### config.mk
export PLATFORM = sky130hd
export DESIGN_NAME = tick_divider
export DESIGN_NICKNAME = d
export VERILOG_FILES = /design/src/rtl/tick_div_pkg.sv /design/src/rtl/tdiv_prescale.sv /design/src/rtl/tdiv_pow2.sv /design/src/rtl/tick_divider.sv
export SDC_FILE = /design/constraint.sdc
export NUM_CORES = 1
export LEC_CHECK = 0
export ABC_AREA = 1
export CAP_MARGIN = 5
export CELL_PAD_IN_SITES_DETAIL_PLACEMENT = 0
export CELL_PAD_IN_SITES_GLOBAL_PLACEMENT = 1
export CORE_UTILIZATION = 41
export DETAILED_ROUTE_END_ITERATION = 7
export GPL_TIMING_DRIVEN = 0
export PLACE_DENSITY = 0.82
export SETUP_SLACK_MARGIN = 0.2
export SLEW_MARGIN = 15
export SYNTH_ARGS = -nofsm -noshare
export SYNTH_HDL_FRONTEND = slang
export SYNTH_SLANG_ARGS = --single-unit
### constraint.sdc
create_clock -name clk -period 3.27 [get_ports clk]
set_input_delay 0.8175 -clock clk [delete_from_list [all_inputs] [get_ports clk]]
set_output_delay 0.8175 -clock clk [all_outputs]
set_load 0.05 [all_outputs]
### src/rtl/tick_div_pkg.sv
package tick_div_pkg;
  localparam int CODE_W  = 8;
  localparam int SEL_W   = 2;
  localparam int EXP_W   = 3;
  localparam int EN_BIT  = CODE_W - 1;
  localparam int EXP_LSB = SEL_W;

  // Prescale of 2*sel+1 means a terminal count of 2*sel
  function automatic logic [SEL_W:0] pre_last(input logic [SEL_W-1:0] sel);
    return {sel, 1'b0};
  endfunction
endpackage

### src/rtl/tdiv_prescale.sv
module tdiv_prescale #(
  parameter int W = 3
) (
  input  logic         clk,
  input  logic         rst_n,
  input  logic         clr,
  input  logic         run,
  input  logic [W-1:0] last,
  output logic [W-1:0] cnt,
  output logic         wrap
);
  logic [W-1:0] cnt_nxt;

  assign wrap = run && (cnt == last);

  always_comb begin
    if (clr || !run)  cnt_nxt = '0;
    else if (wrap)    cnt_nxt = '0;
    else              cnt_nxt = cnt + 1'b1;
  end

  always_ff @(posedge clk or negedge rst_n) begin
    if (!rst_n) cnt <= '0;
    else        cnt <= cnt_nxt;
  end
endmodule

### src/rtl/tdiv_pow2.sv
module tdiv_pow2 #(
  parameter int EXP_W = 3,
  localparam int CNT_W = (1 << EXP_W) - 1
) (
  input  logic             clk,
  input  logic             rst_n,
  input  logic             clr,
  input  logic             run,
  input  logic             step,
  input  logic [EXP_W-1:0] expo,
  output logic [CNT_W-1:0] cnt,
  output logic             done
);
  logic [CNT_W-1:0] mask;
  logic [CNT_W-1:0] cnt_nxt;

  // Mask of expo low ones; all ones in the masked bits marks the last step
  assign mask = ~({CNT_W{1'b1}} << expo);
  assign done = step && ((cnt & mask) == mask);

  always_comb begin
    if (clr || !run)  cnt_nxt = '0;
    else if (done)    cnt_nxt = '0;
    else if (step)    cnt_nxt = cnt + 1'b1;
    else              cnt_nxt = cnt;
  end

  always_ff @(posedge clk or negedge rst_n) begin
    if (!rst_n) cnt <= '0;
    else        cnt <= cnt_nxt;
  end
endmodule

### src/rtl/tick_divider.sv
module tick_divider
  import tick_div_pkg::*;
(
  input  logic              clk,
  input  logic              rst_n,
  input  logic              cfg_wr,
  input  logic [CODE_W-1:0] cfg_data,
  output logic              tick
);
  localparam int PRE_W = SEL_W + 1;
  localparam int POW_W = (1 << EXP_W) - 1;

  logic [CODE_W-1:0] code_q;
  logic [CODE_W-1:0] code_nxt;
  logic              enable_q;
  logic [SEL_W-1:0]  sel;
  logic [EXP_W-1:0]  expo;
  logic [PRE_W-1:0]  pre_last_v;
  logic [PRE_W-1:0]  pre_cnt;
  logic [POW_W-1:0]  pow_cnt;
  logic              pre_wrap;
  logic              pow_done;
  logic              tick_nxt;

  assign enable_q   = code_q[EN_BIT];
  assign sel        = code_q[SEL_W-1:0];
  assign expo       = code_q[EXP_LSB +: EXP_W];
  assign pre_last_v = pre_last(sel);

  always_comb begin
    code_nxt = code_q;
    if (cfg_wr) code_nxt = cfg_data;
  end

  always_ff @(posedge clk or negedge rst_n) begin
    if (!rst_n) code_q <= '0;
    else        code_q <= code_nxt;
  end

  tdiv_prescale #(.W(PRE_W)) u_pre (
    .clk  (clk),
    .rst_n(rst_n),
    .clr  (cfg_wr),
    .run  (enable_q),
    .last (pre_last_v),
    .cnt  (pre_cnt),
    .wrap (pre_wrap)
  );

  tdiv_pow2 #(.EXP_W(EXP_W)) u_pow (
    .clk  (clk),
    .rst_n(rst_n),
    .clr  (cfg_wr),
    .run  (enable_q),
    .step (pre_wrap),
    .expo (expo),
    .cnt  (pow_cnt),
    .done (pow_done)
  );

  assign tick_nxt = pow_done && !cfg_wr;

  always_ff @(posedge clk or negedge rst_n) begin
    if (!rst_n) tick <= 1'b0;
    else        tick <= tick_nxt;
  end
endmodule

==> reports/metrics.csv <==
metric,value,unit
Max Root-Sink Buffers,2,
post-route minimum period,2.24,ns
Fillers,220,
setup_tns,0,ns
CP Launch Type,flip-flop,
syn nets,135,
Sw Share,27.0,%
number of cells in the finished layout apart from fillers,162,
"Reg clk slew, reported paths",0.10,ns
# IOs,12,
CP required,2.45,ns
grt ovf,0,
number of buffer and inverter stages on the critical path,1,
Syn Area/Cell,7.57,um^2
post-route cell area,0.00107,mm^2
layout cells sized above 1,11.9,%
diodes inserted,0,
"count leader, synth",nand2_1,
crit path kind,reg2out,
max-cap violations,0,
Post-Place Cells,158,
Critical-path top delay cell,clkdlybuf4s50_1,
crit path max fanout,1,
Wirelength per Cell,11.7,um
vias in the first global route,731,
critical-path cell list,clkdlybuf4s50_1,
Max Slew Vio Count,0,
Clk pwr share,28.3,%
Max Fclk,446,MHz
worst hold path type,reg2reg,
crit-path leading delay family,buffers and inverters,
hpwl dp,1350,um
area delta synth->final,16.3,%
via count,762,
top cell type's share of synthesized area,46.1,%
Post-synth EDFFs,0,
CTS tree,built,
Synth Cell Area,923,um^2
multi-input combinational cell area,423,um^2
initial DRC count,8,
internal power,289,uW
Yosys reg bits,17,
Reg area,425,um^2
H-tree Lvls,1,
DIE AREA,0.00245,mm^2
worst skew pair latency,0.28,ns
drt pass-1 iters,6,
Placement Cell Area,0.00105,mm^2
die width,49.5,um
"Seq/Total Area, Yosys",46.1,%
Slew @ Worst Pin,0.769,ns
Final ANT Viol Nets,0,
post-CTS resize count,0,
Max VDD drop,176,uV
Pleak,0.000517,uW
part of the power in registers,57.1,%
# port buffers,9,
Psw,107,uW
Slew headroom,48.5,%
Crit. End Element,output port,
RePlAce Congestion,0.791,
"slowest stage delay, CP",0.80,ns
ys flop type,dfrtp_1,
Post-CTS Hold Fix Bufs,0,
Synth area leaders,"dfrtp_1 46%, nand2_1 17%, inv_1 6.1%",
Max Clock Skew,0.00511,ns
outcome,"complete, no violations",
clock sink count,17,
Syn. warnings,0,
# DRC,0,
pre-CTS WS,1.18,ns
Fin. Hold Viols,0,
vias per cell,4.70,
Synth Instances,122,
synth cell count leaders,"43 x nand2_1, 17 x dfrtp_1, 15 x inv_1, 10 x nand3_1, 10 x nor2_1",
CTS Buf Count,3,
Std-Cell Rows,16,
initial antenna violation count,0,
Core Area,0.00204,mm^2
count of final setup violators,0,
Yosys cell types,19,
Post-synth ARST share,100,%
cell accounting for the most synthesized area,dfrtp_1,
Post-CTS Setup Bufs,0,
gr usage total,18.4,%
combinational power share,14.7,%
setup ws final,1.03,ns
DRT Wirelength,1890,um
first-pass GRT wire length,3350,um
largest net degree at the start of global routing,18,
die height,49.5,um
RSZ-0062 raised after global routing,no,
PD cells,369,mW/mm^2
Worst EP arrival,1.43,ns
Initial Utilization,45.2,%
final worst path period share,68.6,%
CTS root buffer,clkbuf_4,
Nets,149,
## cell type report
type	instances	share of cell area, %
plain buffers	2	1.40
clock buffers	4	2.45
inverters	16	5.59
multi-input cells	87	39.4
flip-flops and latches	17	39.6
well taps	27	3.15
repair buffers	9	8.39
## registers in the layout, indices dropped and copies added, names as in the netlist
name and count:
tick 1, u_pow.cnt 7, u_pre.cnt 3, code_q 6
## through the flow
step	total power, uW	hold WS, ns	utilization (%)
after global routing	421	0.528	52.6
after global placement	286	0.454	51.3
final	397	0.475	52.6
after detailed placement	289	0.467	51.3
after floorplan	265	0.430	-
after CTS	402	0.481	52.6
## placed cells by master (no fill, tap or decap), drive strengths merged
cell type	n
a21oi	1
o21ai	5
nand2	45
nand3	13
buf	1
dfrtp	17
inv	16
clkbuf	5
clkdlybuf4s50	9
ha	2
xnor2	1
or2	1
nor2	16
nand4	3
## power by group through the flow
stage / Sequential [uW] / Combinational (uW) / Clock [uW]
floorplan: 228 / 36.2 / 0
global placement: 230 / 56.6 / 0
detailed placement: 230 / 58.6 / 0
CTS: 226 / 59.3 / 117
global route: 228 / 67.5 / 125
finish: 226 / 58.2 / 112
## metal layers
metal  up-vias  GRT usage (%)  wire length (um)
met3         2           3.70                46
met1       345           24.1               932
met2        11           30.6               898
met4         0           5.71                15
met5         -              0                 0
li1        404              -                 -
## final timing paths
check,start,endpoint,slack (ns),cells past startpoint
setup / recovery,tick,tick,1.03,1
hold / removal,u_pre.cnt[0],u_pre.cnt[0],0.48,1
setup reg to reg,u_pre.cnt[2],u_pow.cnt[6],1.89,8
hold reg to reg,u_pre.cnt[0],u_pre.cnt[0],0.48,1
max in group asynchronous,rst_n,u_pow.cnt[0],1.81,1
min in group asynchronous,rst_n,u_pre.cnt[1],0.97,1
## cells by family (layout without fill, tap and decap cells)
family	Yosys count	in the layout	share of synthesized area, %
AOI/OAI and AO/OA	6	6	3.25
xor gates and xnor gates	1	1	0.949
adders and majority gates	2	2	2.71
buffers and inverters	18	31	8.13
DFF	17	17	46.1
and+or+nand+nor	78	78	38.9
Note: power is estimated with default switching activity, not from simulation.
